`config.mk`:
```
export PLATFORM = sky130hd
export DESIGN_NAME = bat_xlate
export DESIGN_NICKNAME = d
export VERILOG_FILES = /design/src/rtl/bat_pkg.sv /design/src/rtl/bat_regfile.sv /design/src/rtl/bat_entry_match.sv /design/src/rtl/bat_pick.sv /design/src/rtl/bat_xlate.sv
export SDC_FILE = /design/constraint.sdc
export NUM_CORES = 1
export LEC_CHECK = 0
export BUFFER_PORTS_ARGS = -buffer_cell sky130_fd_sc_hd__buf_2
export CAP_MARGIN = 15
export CORE_UTILIZATION = 45
export DETAILED_ROUTE_END_ITERATION = 6
export GPL_TIMING_DRIVEN = 0
export SKIP_LAST_GASP = 1
export SYNTH_ARGS = -nofsm -noshare
export SYNTH_HDL_FRONTEND = slang
export SYNTH_HIERARCHICAL = 1
export SYNTH_SLANG_ARGS = --single-unit
```
`constraint.sdc`:
```
create_clock -name clk -period 7.15 [get_ports clk]
set_clock_uncertainty 0.15 [all_clocks]
set_input_delay 2.145 -clock clk [delete_from_list [all_inputs] [get_ports clk]]
set_output_delay 2.145 -clock clk [all_outputs]
set_load 0.02 [all_outputs]
```
`src/rtl/bat_pkg.sv`:
```
package bat_pkg;
  localparam int ADDR_W   = 32;
  localparam int PAGE_LSB = 12;
  localparam int BLK_LSB  = 17;
  localparam int SEG_LSB  = 28;
  localparam int BLK_W    = SEG_LSB - BLK_LSB;
  localparam int OFS_W    = BLK_LSB - PAGE_LSB;
  localparam int SEG_W    = ADDR_W - SEG_LSB;

  typedef struct packed {
    logic              hit;
    logic [ADDR_W-1:0] pa;
    logic              rd;
    logic              wr;
  } xlate_res_t;
endpackage

```
`src/rtl/bat_regfile.sv`:
```
module bat_regfile #(
  parameter int N_ENTRIES = 4,
  parameter int IDX_W     = 2
) (
  input  logic                        clk,
  input  logic                        rst,
  input  logic                        wr_en,
  input  logic                        wr_bank,
  input  logic [IDX_W-1:0]            wr_idx,
  input  logic                        wr_lower,
  input  logic [31:0]                 wr_data,
  input  logic                        rd_bank,
  output logic [N_ENTRIES-1:0][31:0]  tag_o,
  output logic [N_ENTRIES-1:0][31:0]  tgt_o
);
  localparam int N_BANKS = 2;

  logic [31:0] tag_q [N_BANKS][N_ENTRIES];
  logic [31:0] tgt_q [N_BANKS][N_ENTRIES];

  always_ff @(posedge clk) begin
    if (rst) begin
      for (int b = 0; b < N_BANKS; b++) begin
        for (int e = 0; e < N_ENTRIES; e++) begin
          tag_q[b][e] <= '0;
          tgt_q[b][e] <= '0;
        end
      end
    end else if (wr_en) begin
      if (wr_lower) tgt_q[wr_bank][wr_idx] <= wr_data;
      else          tag_q[wr_bank][wr_idx] <= wr_data;
    end
  end

  for (genvar e = 0; e < N_ENTRIES; e++) begin : g_rd
    assign tag_o[e] = tag_q[rd_bank][e];
    assign tgt_o[e] = tgt_q[rd_bank][e];
  end
endmodule

```
`src/rtl/bat_entry_match.sv`:
```
module bat_entry_match
  import bat_pkg::*;
(
  input  logic [31:0]       tag_i,
  input  logic [31:0]       tgt_i,
  input  logic [ADDR_W-1:0] va_i,
  input  logic              user_i,
  output xlate_res_t        res_o
);
  logic [BLK_W-1:0] blk_mask;
  logic [BLK_W-1:0] va_blk;
  logic             seg_eq;
  logic             blk_eq;
  logic             priv_ok;

  assign blk_mask = tag_i[PAGE_LSB:2];
  assign va_blk   = va_i[SEG_LSB-1:BLK_LSB];
  assign seg_eq   = va_i[ADDR_W-1:SEG_LSB] == tag_i[ADDR_W-1:SEG_LSB];
  assign blk_eq   = (va_blk & ~blk_mask) == tag_i[SEG_LSB-1:BLK_LSB];
  assign priv_ok  = user_i ? tag_i[0] : tag_i[1];

  always_comb begin
    res_o.hit = seg_eq && blk_eq && priv_ok;
    res_o.pa  = {tgt_i[ADDR_W-1:SEG_LSB],
                 (va_blk & blk_mask) | tgt_i[SEG_LSB-1:BLK_LSB],
                 va_i[BLK_LSB-1:PAGE_LSB],
                 {PAGE_LSB{1'b0}}};
    res_o.wr  = tgt_i[1];
    res_o.rd  = tgt_i[1] | tgt_i[0];
  end
endmodule

```
`src/rtl/bat_pick.sv`:
```
module bat_pick
  import bat_pkg::*;
#(
  parameter int N_ENTRIES = 4
) (
  input  xlate_res_t [N_ENTRIES-1:0] cand_i,
  output xlate_res_t                 res_o,
  output logic [N_ENTRIES-1:0]       grant_o
);
  always_comb begin
    res_o   = '0;
    grant_o = '0;
    for (int i = N_ENTRIES - 1; i >= 0; i--) begin
      if (cand_i[i].hit) begin
        res_o      = cand_i[i];
        grant_o    = '0;
        grant_o[i] = 1'b1;
      end
    end
  end
endmodule

```
`src/rtl/bat_xlate.sv`:
```
module bat_xlate
  import bat_pkg::*;
#(
  parameter int N_ENTRIES = 4,
  parameter int IDX_W     = (N_ENTRIES > 1) ? $clog2(N_ENTRIES) : 1
) (
  input  logic              clk,
  input  logic              rst,
  input  logic              cfg_we,
  input  logic              cfg_bank,
  input  logic [IDX_W-1:0]  cfg_idx,
  input  logic              cfg_lower,
  input  logic [31:0]       cfg_wdata,
  input  logic              req_valid,
  input  logic              req_fetch,
  input  logic              req_user,
  input  logic [31:0]       req_va,
  input  logic              xlate_instr_en,
  input  logic              xlate_data_en,
  output logic              rsp_valid,
  output logic              rsp_hit,
  output logic [31:0]       rsp_pa,
  output logic              rsp_rd,
  output logic              rsp_wr
);
  logic [N_ENTRIES-1:0][31:0] tag_w;
  logic [N_ENTRIES-1:0][31:0] tgt_w;
  xlate_res_t [N_ENTRIES-1:0] cand;
  xlate_res_t                 picked;
  xlate_res_t                 nxt;
  logic [N_ENTRIES-1:0]       grant;
  logic                       reloc_on;

  bat_regfile #(.N_ENTRIES(N_ENTRIES), .IDX_W(IDX_W)) u_regs (
    .clk     (clk),
    .rst     (rst),
    .wr_en   (cfg_we),
    .wr_bank (cfg_bank),
    .wr_idx  (cfg_idx),
    .wr_lower(cfg_lower),
    .wr_data (cfg_wdata),
    .rd_bank (req_fetch),
    .tag_o   (tag_w),
    .tgt_o   (tgt_w)
  );

  for (genvar e = 0; e < N_ENTRIES; e++) begin : g_ent
    bat_entry_match u_match (
      .tag_i (tag_w[e]),
      .tgt_i (tgt_w[e]),
      .va_i  (req_va),
      .user_i(req_user),
      .res_o (cand[e])
    );
  end

  bat_pick #(.N_ENTRIES(N_ENTRIES)) u_pick (
    .cand_i (cand),
    .res_o  (picked),
    .grant_o(grant)
  );

  assign reloc_on = req_fetch ? xlate_instr_en : xlate_data_en;

  always_comb begin
    if (!reloc_on) begin
      nxt.hit = 1'b1;
      nxt.pa  = {req_va[ADDR_W-1:PAGE_LSB], {PAGE_LSB{1'b0}}};
      nxt.rd  = 1'b1;
      nxt.wr  = 1'b1;
    end else begin
      nxt = picked;
    end
  end

  always_ff @(posedge clk) begin
    if (rst) begin
      rsp_valid <= 1'b0;
      rsp_hit   <= 1'b0;
      rsp_pa    <= '0;
      rsp_rd    <= 1'b0;
      rsp_wr    <= 1'b0;
    end else begin
      rsp_valid <= req_valid;
      rsp_hit   <= nxt.hit;
      rsp_pa    <= nxt.pa;
      rsp_rd    <= nxt.rd;
      rsp_wr    <= nxt.wr;
    end
  end

  a_r1_reset_clears: assert property (@(posedge clk)
    rst |=> !rsp_valid && !rsp_hit && !rsp_rd && !rsp_wr && rsp_pa == '0);

  a_r10_valid_follows: assert property (@(posedge clk) disable iff (rst)
    req_valid |=> rsp_valid);

  a_r10_idle_follows: assert property (@(posedge clk) disable iff (rst)
    !req_valid |=> !rsp_valid);

  a_r11_miss_clean: assert property (@(posedge clk) disable iff (rst)
    rsp_valid && !rsp_hit |-> !rsp_rd && !rsp_wr && rsp_pa == '0);

  a_r7_write_implies_read: assert property (@(posedge clk) disable iff (rst)
    rsp_wr |-> rsp_rd);

  a_r6_offset_passes: assert property (@(posedge clk) disable iff (rst)
    req_valid |=> rsp_pa[PAGE_LSB-1:0] == '0 &&
      (!rsp_hit || rsp_pa[BLK_LSB-1:PAGE_LSB] == $past(req_va[BLK_LSB-1:PAGE_LSB])));

  a_r9_bypass: assert property (@(posedge clk) disable iff (rst)
    req_valid && !(req_fetch ? xlate_instr_en : xlate_data_en) |=>
      rsp_hit && rsp_rd && rsp_wr &&
      rsp_pa[ADDR_W-1:PAGE_LSB] == $past(req_va[ADDR_W-1:PAGE_LSB]));

  a_r8_single_winner: assert property (@(posedge clk) disable iff (rst)
    $onehot0(grant));
endmodule

```
# Word-level counts from Yosys, hierarchy flattened

Memory sizes are Yosys's and may differ from the RTL's.
Cells that the tools add are included.

Register bits: 36
Bits in latches: 0
RAM bits: 512
Memory bits (read-only): 0
Bits of input ports: 76
Output and inout port bits: 36
Word-level logic and storage cells: 80
Memories: 2

Add/subtract/negate cells: 0
Multipliers: 0
Divide/modulo/power cells: 0
$lt $le $gt $ge: 2
Eq/ne operators: 8
Shift operators: 0
Mux-type cells: 28
Bitwise gates (word level): 22
Reduce and logical (&&, ||, !) cells: 12

Memories:

| name         | depth | width | read ports | clocked after memory_dff | write ports | line              | text |
|---|---|---|---|---|---|---|---|
| u_regs.tag_q | 2     | 128   | 1          | 0                        | 2           | bat_regfile.sv:18 | `logic [31:0] tag_q [N_BANKS][N_ENTRIES];` |
| u_regs.tgt_q | 2     | 128   | 1          | 0                        | 2           | bat_regfile.sv:19 | `logic [31:0] tgt_q [N_BANKS][N_ENTRIES];` |

Operators by type and width:

| kind               | count |
|---|---|
| $mux 128           | 6 |
| $reduce_or 128->1  | 2 |
| $mux 35            | 5 |
| $and 11x11->11     | 8 |
| $demux 32 s2       | 1 |
| $eq 11x11->1       | 4 |
| $not 11->11        | 4 |
| $or 11x11->11      | 4 |
| $mux 32            | 1 |
| $eq 4x4->1         | 4 |
| $mux 1             | 15 |
| $logic_and 1x1->1  | 9 |
| $reduce_or 5->1    | 1 |
| $or 1x1->1         | 4 |
| $ge 3x3->1 const B | 1 |
| $lt 3x1->1 const B | 1 |
| $not 2->3          | 1 |
| $not 1->1          | 1 |

# Longest topological paths before layout

Gate-level depths: netlist of the first run.
An unclocked memory read counts as a cell.

Depth in word-level cells: 11
Gate-level depth with buffers: 14

# Hierarchy

The synthesis of the first run kept the hierarchy.

By module, submodules not included:

| module          | instances | cells an instance | area an instance (µm²) | seq. area each (µm²) |
|---|---|---|---|---|
| bat_regfile     | 1         | 1,355             | 21,485.6               | 15,374.7 |
| bat_entry_match | 4         | 68                | 513.0                  | 0.0 |
| bat_xlate       | 1         | 126               | 1,397.6                | 720.7 |
| bat_pick        | 1         | 131               | 1,169.9                | 0.0 |

# Worst setup path after synthesis of the first run

No wires, ideal clock.

Path type: in2reg
Start: input port cfg_bank
End: memory u_regs/tag_q[0][100] in the netlist's numbering (enable)
Library setup time: 0.428 ns
Data arrival time: 4.686 ns
Required time: 6.572 ns
Setup slack: 1.886 ns
Stages on the path: 6
Path buffers: 4
Cell sequence: buf_6 or4b_1 buf_2 buf_6 buf_6 o21bai_1

RTL lines:

| what        | line              | text |
|---|---|---|
| from (decl) | bat_xlate.sv:10   | `input logic cfg_bank,` |
| to (decl)   | bat_regfile.sv:18 |  |

==> results of run 1 <==
[state kept, by name, indices dropped and copies added, names as in the netlist]
signal	count
u_regs/tag_q	224
u_regs/tgt_q	136
rsp_pa	32
rsp_hit	1
rsp_rd	1
rsp_valid	1
rsp_wr	1
[metal layers]
layer  GRT usage (%)  up-vias
met4            12.8        0
met3            4.90      120
met5               0        -
met2            43.8      584
met1            38.3     6578
li1                -     5798
[worst max path at each step]
stage          slack [ns]  startpoint                   end  cells after the start
3_5_place_dp         0.40   req_fetch            rsp_pa[25]                     15
6_report             0.94   req_fetch            rsp_pa[25]                     15
2_1_floorplan        2.08    cfg_bank  u_regs/tag_q[0][100]                      6
3_3_place_gp         0.30         rst   u_regs/tag_q[0][39]                      6
5_1_grt              0.80   req_fetch            rsp_pa[25]                     14
4_1_cts              1.00   req_fetch            rsp_pa[25]                     15
[metrics by stage]
stage	hold WS [ns]	worst slack (ns)
finish	0.770	0.941
global route	0.843	0.802
CTS	0.768	1.00
detailed placement	0.754	0.398
global placement	0.761	0.302
floorplan	0.676	2.08
[power by group through the flow]
stage / sequential (W) / clock [W] / combinational [W]
final: 0.00270 / 0.00221 / 0.000646
after global routing: 0.00271 / 0.00233 / 0.000676
after CTS: 0.00270 / 0.00224 / 0.000639
after detailed placement: 0.00274 / 0 / 0.000636
after global placement: 0.00274 / 0 / 0.000623
after floorplan: 0.00274 / 0 / 0.000394
[cell type report]
cell class	instances	area (sq um)	area share [%]
sequential	396	11500	50.3
multi-input combinational	892	7090	30.9
buffer	243	1490	6.51
clock buffer	60	1280	5.56
tap	585	732	3.19
timing repair buffer	99	559	2.44
clock inverter	20	126	0.551
inverter	33	124	0.540
antenna	1	2.50	0.0109
[worst max-delay path, delay by kind of cell]
family	cells	cell delay (ns)
buf+inv	5	1.81
xor+xnor	1	0.22
simple gates	5	1.38
mux	2	0.64
compound gates	2	0.35
==> metrics.csv, run 1 <==
stage,metric,value,unit
run_status,status,finished clean,
route,first_pass_iters,5,
setup_path,r2r_cells,12,
power,switchingPower,0.00136,W
cts,cts_buffers,44,
layout,drive_above_1_share,37.8,%
route,final_antenna_net_count,0,
layout,final_common_cell,edfxtp_1,
hold_path,hold_end,rsp_pa[28],
power,p_clk_share,39.8,%
global_routing,grt_max_degree,29,
cts,clk_pin_slew_worst_paths,0.06,ns
power,combPwrFrac,11.6,%
route,wl_met3,4850,um
cts,hold_buffers,0,
route,wl_met2,28600,um
global_routing,antenna_found_initial,0,
global_routing,grt_pass1_wl,88600,um
placed_design,dpl.cell_count,2248,
cts,cts_root_buf,clkbuf_16,
sta,min_period_over_period,86.8,%
layout,layout_common_cells,"edfxtp_1, mux2_2, nor3_1, buf_2, buf_4",
hold_path,min-delay-start,u_regs/tgt_q[1][92],
yosys,syn_inst,1520,
sta,fmax,161,MHz
placed_design,port_buffers,94,
floorplan,die_h,213,um
setup_path,cp_common_cell,buf_2,
floorplan,row_count,76,
layout,num-nets-final,1785,
floorplan,initial_utilization,46.0,%
floorplan,num_io_pins,112,
power,vdd_drop_max,0.177,mV
cts,cts_tree,yes,
yosys,ys_warn_count,6,
floorplan,fp.dieW,213,um
route,viasPerCell,5.62,
yosys,syn_avg_cell_area,13.2,sq um
route,drt_iter0_drc,1148,
sta,slew_violations,0,
cts,cts_resized,0,
layout,n_fill_cell,3796,
layout,areaGrowthSynthToFinish,14.7,%
sta,rsz0062_at_grt,no,
layout,final_core_util,52.8,%
route,highest_layer,met4,
cts,clkSinkCount,396,
sta,fin_tns_setup,0,ns
route,num_vias,13100,
route,drt-total-wl,62800,um
power,p_leak,8.05,nW
placed_design,finalWeightedCongestion,0.887,
sta,period_needed,6.21,ns
sta,setup_viol,0,
route,wl_per_cell,26.9,um
global_routing,grt_pass1_vias,13200,
global_routing,grtUsageTotal,28.1,%
setup_path,ff2ff_setup_slack,3.54,ns
hold_path,holdPathStages,6,
cts,clock_path_buffers,3,
flow_run,maxCapViolCount,0,
global_routing,overflow,0,
setup_path,worstSetupPathType,in2reg,
placed_design,placed_area,0.0215,sq mm
cts,clk-insertion-delay-late,0.58,ns
layout,instances_no_fill,2329,
sta,final_hold_viol_count,0,
setup_path,crit_chain,"buf_2, clkbuf_1, buf_2, mux2_2, nor2b_1, xnor2_1, nand4_1, nor4_2, nor2b_1, buf_4, buf_2, a22oi_1, a21oi_2, nand2b_1, mux2i_1",
sta,maxSlewHeadroom,14.4,%
setup_path,cp.arrival,6.55,ns
setup_path,critPathLaunchType,input port,
power,finalPower,0.00555,W
layout,finalInstanceArea,0.0229,sq mm
floorplan,dieArea,0.0453,sq mm
setup_path,r2r_start,u_regs/tag_q[1][9],
route,wl_met1,26500,um
setup_path,endpoint_kind,flip-flop,
cts,cts_setup_buffers,0,
route,drc,0,
yosys,synth_area,0.0200,sq mm
placed_design,dp_hpwl,43200,um
setup_path,crit_fanout,10,
power,intPower,0.00419,W
power,power_frac_seq,48.6,%
setup_path,cp_slowest_cell,clkbuf_1,
hold_path,hold_class,reg2reg,
sta,worst_pin_slew,1.28,ns
floorplan,coreArea,0.0435,sq mm
power,power.density,242,mW/mm^2
power,p_sw_share,24.5,%
cts,htreeDepth,2,
setup_path,rr_endpoint,rsp_pa[25],
setup_path,max_stage_delay,0.69,ns
setup_path,required,7.49,ns
(Power assumes the default switching activity.)
==> run 2: changes to the inputs <==
CORE_ASPECT_RATIO = 1.25   (was unset)
==> run 2 against run 1 <==
The flow now finishes with violations (design-rule violations). Cell area barely moved. First-iteration DRC count is 0.61% higher. Sequential share of layout area about the same. Register-to-register slack got worse by 0.03 ns. Hold slack improved by 0.025 ns. Global-route usage fell by 0.062 points. Fmax down 1.6%. Sequential power barely moved. Highest routed layer unchanged.
==> metrics.csv, run 2 (same netlist as run 1, synthesis figures left out) <==
stage,metric,value,unit,change
run_status,status,finished with violations,,
run_status,violations,design-rule violations,,
global_routing,antenna_found_initial,2,,+2
power,power_frac_seq,48.6,%,about the same
cts,clk-insertion-delay-late,0.57,ns,about the same
power,power.density,242,mW/mm^2,about the same
cts,htreeDepth,2,,unchanged
global_routing,grt_pass1_wl,88800,um,+0.23%
cts,cts_root_buf,clkbuf_16,,
power,combPwrFrac,11.7,%,about the same
flow_run,maxCapViolCount,0,,unchanged
sta,worst_pin_slew,1.23,ns,-0.0516 ns
route,viasPerCell,5.57,,-0.88%
layout,final_common_cell,edfxtp_1,,
setup_path,critPathLaunchType,input port,,
global_routing,grtUsageTotal,28.0,%,-0.062 points
floorplan,fp.dieW,191,um,-10%
setup_path,crit_chain,"buf_2, clkbuf_1, buf_2, mux2_2, nor2b_1, xnor2_1, o2111ai_1, nor4_2, nor2b_1, buf_4, buf_2, a22oi_1, a21oi_2, nand2b_1, mux2i_1",,
setup_path,worstSetupPathType,in2reg,,
cts,cts_resized,0,,unchanged
sta,rsz0062_at_grt,no,,
setup_path,crit_fanout,10,,unchanged
layout,areaGrowthSynthToFinish,14.7,%,about the same
floorplan,row_count,86,,+13%
route,drt_iter0_drc,1155,,+0.61%
floorplan,dieArea,0.0453,sq mm,about the same
power,p_leak,8.05,nW,about the same
setup_path,max_stage_delay,0.72,ns,+0.03 ns
layout,layout_common_cells,"edfxtp_1, mux2_2, nor3_1, buf_2, buf_4",,
cts,clk_pin_slew_worst_paths,0.06,ns,about the same
route,drt-total-wl,62400,um,-0.59%
power,vdd_drop_max,0.183,mV,+3.5%
sta,setup_viol,0,,unchanged
power,p_clk_share,39.8,%,about the same
setup_path,ff2ff_setup_slack,3.51,ns,-0.03 ns
placed_design,dp_hpwl,43900,um,+1.6%
setup_path,cp.arrival,6.65,ns,+0.10 ns
layout,drive_above_1_share,37.6,%,-0.16 points
hold_path,hold_class,reg2reg,,
layout,largest_reg_flops,224,,unchanged
route,first_pass_iters,7,,+2
floorplan,num_io_pins,112,,unchanged
cts,clock_path_buffers,3,,unchanged
global_routing,grt_max_degree,29,,unchanged
setup_path,cp_slowest_cell,nor4_2,,
layout,n_fill_cell,3852,,+1.5%
power,intPower,0.00421,W,+0.48%
sta,min_period_over_period,88.2,%,+1.4 points
placed_design,port_buffers,94,,unchanged
route,drc,2,,+2
sta,maxSlewHeadroom,17.8,%,+3.4 points
route,num_vias,12900,,-1.6%
route,final_antenna_net_count,0,,unchanged
route,wl_per_cell,27.0,um,+0.14%
placed_design,finalWeightedCongestion,0.876,,-1.2%
setup_path,cp_common_cell,buf_2,,
power,p_sw_share,24.2,%,-0.34 points
layout,top_regs,"u_regs/tag_q (224), u_regs/tgt_q (136), rsp_pa (32)",,
power,finalPower,0.00555,W,about the same
global_routing,grt_pass1_vias,12900,,-1.9%
sta,timing.hold.ws,0.795,ns,+0.0252 ns
cts,cts_tree,yes,,
sta,final_hold_viol_count,0,,unchanged
layout,top_register,u_regs/tag_q,,
cts,clkSinkCount,396,,unchanged
cts,cts_buffers,43,,-2.3%
floorplan,coreArea,0.0440,sq mm,+1.3%
floorplan,die_h,238,um,+12%
layout,insertedDiodeCount,0,,-1
setup_path,endpoint_kind,flip-flop,,
global_routing,overflow,0,,unchanged
setup_path,required,7.49,ns,about the same
floorplan,initial_utilization,45.4,%,-0.58 points
power,switchingPower,0.00134,W,-1.4%
sta,fmax,159,MHz,-1.6%
sta,fin_tns_setup,0,ns,unchanged
cts,cts_setup_buffers,0,,unchanged
sta,slew_violations,0,,unchanged
cts,hold_buffers,0,,unchanged
layout,num-nets-final,1785,,unchanged
sta,period_needed,6.31,ns,+0.0981 ns
==> run 2: cell count changes in the layout (fill, tap and decap cells not counted) <==
| cell | before | now |
|---|---|---|
| clkbuf_16 | 48 | 45 |
| bufinv_16 | 1 | 4 |
| clkinv_8 | 1 | 0 |
| clkinv_1 | 10 | 8 |
| clkbuf_8 | 6 | 4 |
| diode_2 | 1 | 0 |
| clkinv_2 | 7 | 5 |
| buf_12 | 4 | 3 |
| buf_16 | 1 | 4 |
| buf_6 | 15 | 14 |
| clkbuf_1 | 76 | 79 |
==> run 2: cell type report <==
class                      count  area (sq um)  area share (%)
tap                          572           716            3.12
multi-input combinational    892          7090            30.9
clock buffer                  58          1180            5.17
buffer                       243          1490            6.51
inverter                      33           124           0.540
timing repair buffer         100           611            2.66
clock inverter                18           183           0.797
sequential                   396         11500            50.3
==> run 2: worst paths after layout <==
| kind | start | to | cells past startpoint |
|---|---|---|---|
| max | req_fetch | rsp_pa[23] | 15 |
| min | u_regs/tgt_q[1][88] | rsp_pa[24] | 6 |
| max reg2reg | u_regs/tag_q[1][51] | rsp_pa[23] | 10 |
| min reg2reg | u_regs/tgt_q[1][88] | rsp_pa[24] | 6 |
==> run 2: per-stage QoR <==
| step | util (%) | worst slack (ns) | instance area [sq um] | instances |
|---|---|---|---|---|
| CTS | 52.1 | 0.913 | 22900 | 2312 |
| detailed placement | 49.0 | 0.337 | 21600 | 2236 |
| global route | 52.1 | 0.790 | 22900 | 2312 |
| global placement | 48.5 | 0.302 | 21400 | 2230 |
| floorplan | - | 2.08 | 20200 | 1564 |
| finish | 52.1 | 0.843 | 22900 | 2312 |
==> run 2: layer usage <==
layer / wire (um) / track usage (%) / vias up
met5: 0 / 0 / -
met4: 3230 / 13.5 / 0
met3: 3990 / 4.46 / 116
met2: 29700 / 45.4 / 532
met1: 25500 / 36.6 / 6421
li1: - / - / 5801
==> run 2: critical path: cells and delay by family <==
kind,cells,cell delay (ns)
XOR/XNOR,1,0.22
AO/OA/AOI/OAI,3,0.66
buffers and inverters,5,1.88
multiplexers,2,0.55
AND/OR/NAND/NOR,4,1.17
==> run 2: power groups by stage <==
stage	logic [W]	registers [W]	clock network (W)
after floorplan	0.000394	0.00274	0
final	0.000647	0.00270	0.00221
after global placement	0.000624	0.00274	0
after CTS	0.000644	0.00270	0.00225
after global routing	0.000679	0.00271	0.00232
after detailed placement	0.000641	0.00274	0
